File: config.mk
export PLATFORM = sky130hd
export DESIGN_NAME = frame_clock_gen
export DESIGN_NICKNAME = d
export VERILOG_FILES = /design/src/rtl/fcg_pkg.sv /design/src/rtl/fcg_edge_sync.sv /design/src/rtl/fcg_codec_div.sv /design/src/rtl/fcg_frame_timer.sv /design/src/rtl/fcg_mcu_clk.sv /design/src/rtl/frame_clock_gen.sv
export SDC_FILE = /design/constraint.sdc
export NUM_CORES = 1
export LEC_CHECK = 0
export BUFFER_PORTS_ARGS = -buffer_cell sky130_fd_sc_hd__buf_4
export CAP_MARGIN = 40
export CORE_UTILIZATION = 66
export DETAILED_ROUTE_END_ITERATION = 16
export PLACE_DENSITY = 0.92
export SYNTH_ARGS = -nofsm -noshare
export SYNTH_HDL_FRONTEND = slang
export SYNTH_HIERARCHICAL = 1
export SYNTH_SLANG_ARGS = --single-unit
File: constraint.sdc
create_clock -name clk_i -period 3.5 [get_ports clk_i]
set_input_delay 0.35 -clock clk_i [delete_from_list [all_inputs] [get_ports clk_i]]
set_output_delay 0.35 -clock clk_i [all_outputs]
set_load 0.01 [all_outputs]
File: src/rtl/fcg_pkg.sv
package fcg_pkg;

  typedef enum logic [1:0] {
    CORR_NONE    = 2'd0,
    CORR_STRETCH = 2'd1,
    CORR_SHRINK  = 2'd2
  } corr_e;

  typedef enum logic [1:0] {
    MODE_FREE  = 2'd0,
    MODE_HWY   = 2'd1,
    MODE_SLAVE = 2'd2,
    MODE_SPARE = 2'd3
  } mode_e;

  // Phase decision: v is the count seen at the reference edge, span the cycle length.
  function automatic corr_e phase_decide(input int unsigned v, input int unsigned span);
    if (v <= 1 || v + 1 >= span) return CORR_NONE;
    else if (v < span / 2)       return CORR_STRETCH;
    else                         return CORR_SHRINK;
  endfunction

  function automatic int unsigned period_len(input corr_e c, input int unsigned nom);
    case (c)
      CORR_STRETCH: return nom + 1;
      CORR_SHRINK:  return nom - 1;
      default:      return nom;
    endcase
  endfunction

endpackage

File: src/rtl/fcg_edge_sync.sv
module fcg_edge_sync #(
  parameter int unsigned STAGES = 2
) (
  input  logic clk_i,
  input  logic rst_ni,
  input  logic d_i,
  output logic rise_o
);
  logic [STAGES:0] sh;

  always_ff @(posedge clk_i or negedge rst_ni) begin
    if (!rst_ni) sh <= '0;
    else         sh <= {sh[STAGES-1:0], d_i};
  end

  assign rise_o = sh[STAGES-1] & ~sh[STAGES];
endmodule

File: src/rtl/fcg_codec_div.sv
module fcg_codec_div
  import fcg_pkg::*;
#(
  parameter int unsigned DIV_NOM = 4
) (
  input  logic  clk_i,
  input  logic  rst_ni,
  input  logic  evt_i,
  input  corr_e evt_corr_i,
  output logic  period_start_o,
  output logic  period_end_o,
  output logic  codec_clk_o
);
  localparam int unsigned PH_W = $clog2(DIV_NOM + 2);

  logic [PH_W-1:0] phase, cur_len;
  corr_e           pend, take;

  assign take           = evt_i ? evt_corr_i : pend;
  assign period_start_o = (phase == '0);
  assign period_end_o   = (phase == cur_len - PH_W'(1));
  assign codec_clk_o    = (phase < PH_W'(DIV_NOM / 2));

  always_ff @(posedge clk_i or negedge rst_ni) begin
    if (!rst_ni) begin
      phase   <= '0;
      cur_len <= PH_W'(DIV_NOM);
      pend    <= CORR_NONE;
    end else if (period_end_o) begin
      phase   <= '0;
      cur_len <= PH_W'(period_len(take, DIV_NOM));
      pend    <= CORR_NONE;
    end else begin
      phase <= phase + PH_W'(1);
      if (evt_i) pend <= evt_corr_i;
    end
  end
endmodule

File: src/rtl/fcg_frame_timer.sv
module fcg_frame_timer #(
  parameter int unsigned FRAME_TICKS   = 34560,
  parameter int unsigned HWY_PER_FRAME = 80,
  parameter int unsigned SW_TOGGLES    = 24,
  localparam int unsigned HWY_TICKS = FRAME_TICKS / HWY_PER_FRAME,
  localparam int unsigned SEG_TICKS = FRAME_TICKS / SW_TOGGLES,
  localparam int unsigned FC_W      = $clog2(FRAME_TICKS + 1),
  localparam int unsigned SC_W      = $clog2(HWY_TICKS + 1),
  localparam int unsigned GC_W      = $clog2(SEG_TICKS + 1)
) (
  input  logic            clk_i,
  input  logic            rst_ni,
  input  logic            period_start_i,
  input  logic            period_end_i,
  output logic [FC_W-1:0] frame_cnt_o,
  output logic [SC_W-1:0] sub_cnt_o,
  output logic            sw_o,
  output logic            frame_start_o
);
  logic [GC_W-1:0] seg_cnt;
  logic            frame_wrap, sub_wrap, seg_wrap;

  assign frame_wrap    = (frame_cnt_o == FC_W'(FRAME_TICKS - 1));
  assign sub_wrap      = (sub_cnt_o == SC_W'(HWY_TICKS - 1));
  assign seg_wrap      = (seg_cnt == GC_W'(SEG_TICKS - 1));
  assign frame_start_o = period_start_i && (frame_cnt_o == '0);

  always_ff @(posedge clk_i or negedge rst_ni) begin
    if (!rst_ni) begin
      frame_cnt_o <= '0;
      sub_cnt_o   <= '0;
      seg_cnt     <= '0;
      sw_o        <= 1'b0;
    end else if (period_end_i) begin
      frame_cnt_o <= frame_wrap ? '0 : frame_cnt_o + FC_W'(1);
      sub_cnt_o   <= (frame_wrap || sub_wrap) ? '0 : sub_cnt_o + SC_W'(1);
      seg_cnt     <= (frame_wrap || seg_wrap) ? '0 : seg_cnt + GC_W'(1);
      if (frame_wrap)    sw_o <= 1'b0;
      else if (seg_wrap) sw_o <= ~sw_o;
    end
  end
endmodule

File: src/rtl/fcg_mcu_clk.sv
module fcg_mcu_clk #(
  parameter int unsigned MAX_SHIFT = 6,
  localparam int unsigned SEL_W = $clog2(MAX_SHIFT + 2)
) (
  input  logic             clk_i,
  input  logic             rst_ni,
  input  logic [SEL_W-1:0] sel_i,
  output logic             ce_o
);
  logic [MAX_SHIFT-1:0] cnt, mask;
  logic [SEL_W-1:0]     shift;

  assign shift = (sel_i > SEL_W'(MAX_SHIFT)) ? SEL_W'(MAX_SHIFT) : sel_i;

  always_comb begin
    for (int i = 0; i < MAX_SHIFT; i++) mask[i] = (SEL_W'(i) < shift);
  end

  assign ce_o = ((cnt & mask) == '0);

  always_ff @(posedge clk_i or negedge rst_ni) begin
    if (!rst_ni) cnt <= '0;
    else         cnt <= cnt + MAX_SHIFT'(1);
  end
endmodule

File: src/rtl/frame_clock_gen.sv
module frame_clock_gen
  import fcg_pkg::*;
#(
  parameter int unsigned FRAME_TICKS   = 34560,
  parameter int unsigned HWY_PER_FRAME = 80,
  parameter int unsigned SW_TOGGLES    = 24,
  parameter int unsigned CODEC_DIV     = 4,
  parameter int unsigned MCU_MAX_SHIFT = 6,
  parameter int unsigned SYNC_STAGES   = 2
) (
  input  logic       clk_i,
  input  logic       rst_ni,
  input  logic [1:0] mode_i,
  input  logic       ext_sync_i,
  input  logic       hwy_sync_i,
  input  logic [2:0] mcu_sel_i,
  input  logic       synth_pd_i,
  output logic       codec_clk_o,
  output logic       sw1200_o,
  output logic       frame_start_o,
  output logic       sync_out_o,
  output logic       mcu_ce_o,
  output logic       synth_ref_en_o
);
  localparam int unsigned HWY_TICKS = FRAME_TICKS / HWY_PER_FRAME;
  localparam int unsigned FC_W      = $clog2(FRAME_TICKS + 1);
  localparam int unsigned SC_W      = $clog2(HWY_TICKS + 1);

  mode_e           mode;
  logic            ext_rise, hwy_rise;
  logic            period_start, period_end;
  logic            ref_evt;
  corr_e           corr_req;
  logic [FC_W-1:0] frame_cnt;
  logic [SC_W-1:0] sub_cnt;
  logic            is_master;

  assign mode      = mode_e'(mode_i);
  assign is_master = (mode != MODE_SLAVE);

  fcg_edge_sync #(.STAGES(SYNC_STAGES)) u_ext_sync (
    .clk_i(clk_i), .rst_ni(rst_ni), .d_i(ext_sync_i), .rise_o(ext_rise));
  fcg_edge_sync #(.STAGES(SYNC_STAGES)) u_hwy_sync (
    .clk_i(clk_i), .rst_ni(rst_ni), .d_i(hwy_sync_i), .rise_o(hwy_rise));

  always_comb begin
    ref_evt  = 1'b0;
    corr_req = CORR_NONE;
    case (mode)
      MODE_SLAVE: begin
        ref_evt  = ext_rise;
        corr_req = phase_decide(32'(frame_cnt), FRAME_TICKS);
      end
      MODE_HWY: begin
        ref_evt  = hwy_rise;
        corr_req = phase_decide(32'(sub_cnt), HWY_TICKS);
      end
      default: ;
    endcase
  end

  fcg_codec_div #(.DIV_NOM(CODEC_DIV)) u_div (
    .clk_i(clk_i), .rst_ni(rst_ni), .evt_i(ref_evt), .evt_corr_i(corr_req),
    .period_start_o(period_start), .period_end_o(period_end),
    .codec_clk_o(codec_clk_o));

  fcg_frame_timer #(
    .FRAME_TICKS(FRAME_TICKS), .HWY_PER_FRAME(HWY_PER_FRAME), .SW_TOGGLES(SW_TOGGLES)
  ) u_frame (
    .clk_i(clk_i), .rst_ni(rst_ni), .period_start_i(period_start),
    .period_end_i(period_end), .frame_cnt_o(frame_cnt), .sub_cnt_o(sub_cnt),
    .sw_o(sw1200_o), .frame_start_o(frame_start_o));

  fcg_mcu_clk #(.MAX_SHIFT(MCU_MAX_SHIFT)) u_mcu (
    .clk_i(clk_i), .rst_ni(rst_ni), .sel_i(mcu_sel_i), .ce_o(mcu_ce_o));

  assign sync_out_o     = frame_start_o && is_master;
  assign synth_ref_en_o = ~synth_pd_i;
endmodule

==> flow_metrics.py <==
metrics = {
    "status": {
        "status": "finished, violations left",
        "violations": "design-rule violations",
    },
    "critical_path": {
        "cp_num_buf_inv": 2,
        "cp-startpoint": "u_div/cur_len[0]$_DFFE_PN0N_",
        "crit_type": "register to register",
        "arrival_ns": 2.99,
        "critPathMaxFanout": 24,
        "max_stage_delay_ns": 0.57,
        "required_ns": 3.71,
        "crit_family": "simple AND/OR/NAND/NOR gates",
        "setup.worst_path.end_class": "register",
        "crit_slowest_cell": "or4_1",
        "worstPathCellList": "inv_1 -> ha_1 -> xnor2_1 -> nor3_4 -> buf_4 -> nand3_2 -> or4_1 -> xnor2_1",
        "cp_common_cell": "xnor2_1",
        "r2r-start": "u_div/cur_len[0]$_DFFE_PN0N_",
        "start_kind": "register",
    },
    "finish": {
        "drive_gt1_share_pct": 15.6,
        "post-route-util_pct": 77.2,
        "n_antenna_cell": 0,
        "fin_nets": 346,
        "synthToLayoutAreaGrowth_pct": 10.4,
        "final_cell_count_no_fill": 378,
    },
    "cts": {
        "cts_max_level": 3,
        "clock_path_buffers": 2,
        "holdBufCountCts": 0,
        "postCtsSetupBuffers": 0,
        "cts_buffers": 9,
        "cts_tree": "yes",
        "cts_sinks": 57,
        "clkLatencyLatePin_ns": 0.33,
        "clk_pin_slew_ns": 0.06,
        "cts_root_buffer": "clkbuf_8",
        "cts_resized": 0,
    },
    "synth": {
        "synthArstFlopShare_pct": 100,
        "ys_seq_elements": 57,
        "synth_area_leader_cell": "dfrtp_1",
        "synth_ff_type": "dfrtp_1",
        "synthTopCellsByArea": "dfrtp_1 45%, xnor2_1 5.4%, xor2_1 5.1%",
        "ys_seq_area_share_pct": 46.0,
        "synth_top_cell_area_share_pct": 45.1,
        "postSynthAreaPerCell_um2": 10.3,
        "synth-edff-count": 0,
        "syn_inst": 301,
        "yosysUniqueCellTypes": 56,
        "yosys_warnings": 6,
        "syn-cell-area_um2": 3110,
        "syn-num-nets": 323,
    },
    "floorplanning": {
        "initial_core_util_pct": 69.9,
        "num_rows": 24,
        "pin_count": 16,
        "fp.dieH_um": 70.6,
        "die_x_um": 70.6,
        "coreArea_um2": 4440,
        "dieArea_um2": 4980,
    },
    "sta": {
        "fin_tns_setup_ns": 0,
        "hold_violations": 0,
        "setup_viol": 0,
        "slew_viol_final": 0,
        "finClkSkew_ns": 0.00767,
        "rsz0062_at_grt": "false",
        "period_share_pct": 79.6,
        "max_freq_mhz": 359,
        "max_slew.worst_pin.slew_ns": 0.705,
        "fin_crit_ns": 2.79,
        "relSlewSlack_pct": 52.5,
        "layout_setup_ws_ns": 0.713,
    },
    "routing": {
        "drc": 2,
        "via_per_inst": 6.28,
        "vias": 2374,
        "routed_wirelength_um": 6180,
        "first_pass_iters": 10,
        "drtAntennaViolNets": 0,
        "drtIter0Drc": 310,
        "wl_per_cell_um": 16.3,
    },
    "pwr": {
        "p_leak_uw": 0.00156,
        "powerDensity_nw_per_um2": 506,
        "peakVddDrop_mv": 0.326,
        "p_total_uw": 1740,
    },
    "global_routing": {
        "antenna_found_initial": 0,
        "grt_pass1_vias": 2214,
        "grt-ovfl-total": 0,
        "grt_max_degree": 58,
        "grt_use_total_pct": 27.5,
        "grt_pass1_wl_um": 10300,
    },
    "place": {
        "dp_slack_ns": 0.735,
        "place.detailed.hpwl_um": 4180,
        "gp_congestion": 0.884,
        "numPortBuffers": 15,
        "dpl.cell_count": 365,
    },
    "min_path": {
        "hold_class": "primary input to asynchronous set/reset pin",
    },
    "flow_run": {
        "maxCapViolations": 0,
    },
}
[metal layers]
| layer | up-vias | part of all wire (%) | GRT usage [%] |
|---|---|---|---|
| met5 | - | 0 | 0 |
| li1 | 1117 | - | - |
| met1 | 1161 | 44 | 36.3 |
| met4 | 0 | 3.3 | 18.4 |
| met2 | 77 | 48 | 42.3 |
| met3 | 19 | 4.2 | 4.56 |
[area by class of cell]
type / count / area (µm²)
well taps: 52 / 65.1
clock buffers: 13 / 169
inverters: 21 / 78.8
fillers: 298 / 1010
multi-input cells: 219 / 1570
repair buffers: 16 / 120
flip-flops and latches: 57 / 1430
[where the power goes]
part           internal [µW]  total, µW  switching, µW  leakage [µW]
clock                    303        532            229     0.0000875
sequential               753        898            146      0.000737
combinational            142        306            164      0.000736
total                   1200       1740            538       0.00156
[final timing paths]
check	slack, ns	cells past startpoint	end
max	0.71	8	u_frame/frame_cnt_o[12]$_DFFE_PN0P_
min	0.06	1	u_hwy_sync/sh[1]$_DFF_PN0_
max reg2reg	0.71	8	u_frame/frame_cnt_o[12]$_DFFE_PN0P_
min reg2reg	0.35	0	u_ext_sync/sh[1]$_DFF_PN0_
max in group asynchronous	2.96	1	u_div/cur_len[0]$_DFFE_PN0N_
min in group clk_i	0.14	1	u_hwy_sync/sh[0]$_DFF_PN0_
[cells in the final DEF (no fill, tap or decap), types with 2 or more instances in the layout]
| cell | count |
|---|---|
| dfrtp_1 | 56 |
| nor2_1 | 32 |
| inv_1 | 21 |
| xnor2_1 | 19 |
| nand2_1 | 18 |
| xor2_1 | 18 |
| buf_4 | 16 |
| nand4_1 | 14 |
| ha_1 | 12 |
| clkbuf_8 | 12 |
| nand3_1 | 11 |
| nor4_1 | 9 |
| nor3_1 | 9 |
| and3_1 | 9 |
| a21oi_1 | 6 |
| o22ai_1 | 6 |
| nand3b_1 | 3 |
| nor2b_1 | 3 |
| and2b_2 | 3 |
| o31ai_1 | 3 |
| nor4_2 | 2 |
| a22oi_1 | 2 |
| mux2i_1 | 2 |
| or4_1 | 2 |
| nor2b_4 | 2 |
| or4_4 | 2 |
| and4_1 | 2 |
| nand3_2 | 2 |
| o21ai_2 | 2 |
[per-stage QoR]
| stage | cell area (µm²) | hold slack (ns) |
|---|---|---|
| after detailed placement | 3260 | 0.337 |
| final | 3430 | 0.0582 |
| after floorplan | 3110 | 0.0544 |
| after global placement | 3260 | 0.333 |
| after global routing | 3430 | 0.115 |
| after CTS | 3430 | 0.0900 |
[logic make-up after synthesis]
kind of cell,Yosys count,share of synthesized area [%]
AOI/OAI and AO/OA,32,8.06
xor gates and xnor gates,38,11.2
adders and majority gates,12,4.83
buffers and inverters,25,3.51
DFF,57,46.0
muxes,4,1.49
and+or+nand+nor,133,24.9
[sequential cells by signal (all words and copies together), names as in the netlist]
register,cells
u_div/cur_len,3
u_mcu/cnt,6
u_div/phase,3
u_ext_sync/sh,3
u_hwy_sync/sh,3
u_frame/sub_cnt_o,9
u_frame/frame_cnt_o,16
u_div/pend,2
u_frame/seg_cnt,11
u_frame/sw_o,1
[worst reg2reg max path: stages (launching register included)]
cell     delay [ns]
dfrtp_1        0.38
inv_1          0.07
ha_1           0.31
xnor2_1        0.25
nor3_4         0.39
buf_4          0.32
nand3_2        0.25
or4_1          0.57
xnor2_1        0.14
[cells in the mapped netlist, types with 3 or more instances]
cell type and count:
nand2_1 18, dfrtp_1 56, nor4_1 9, nor2b_1 3
inv_1 21, nand3b_1 3, nor2_1 32, nor3_1 9
nand4_1 14, o22ai_1 6, and2b_2 3, nand3_1 11
and3_1 9, o31ai_1 3, a21oi_1 6, xnor2_1 19
xor2_1 18, ha_1 12
(Power assumes the default switching activity.)
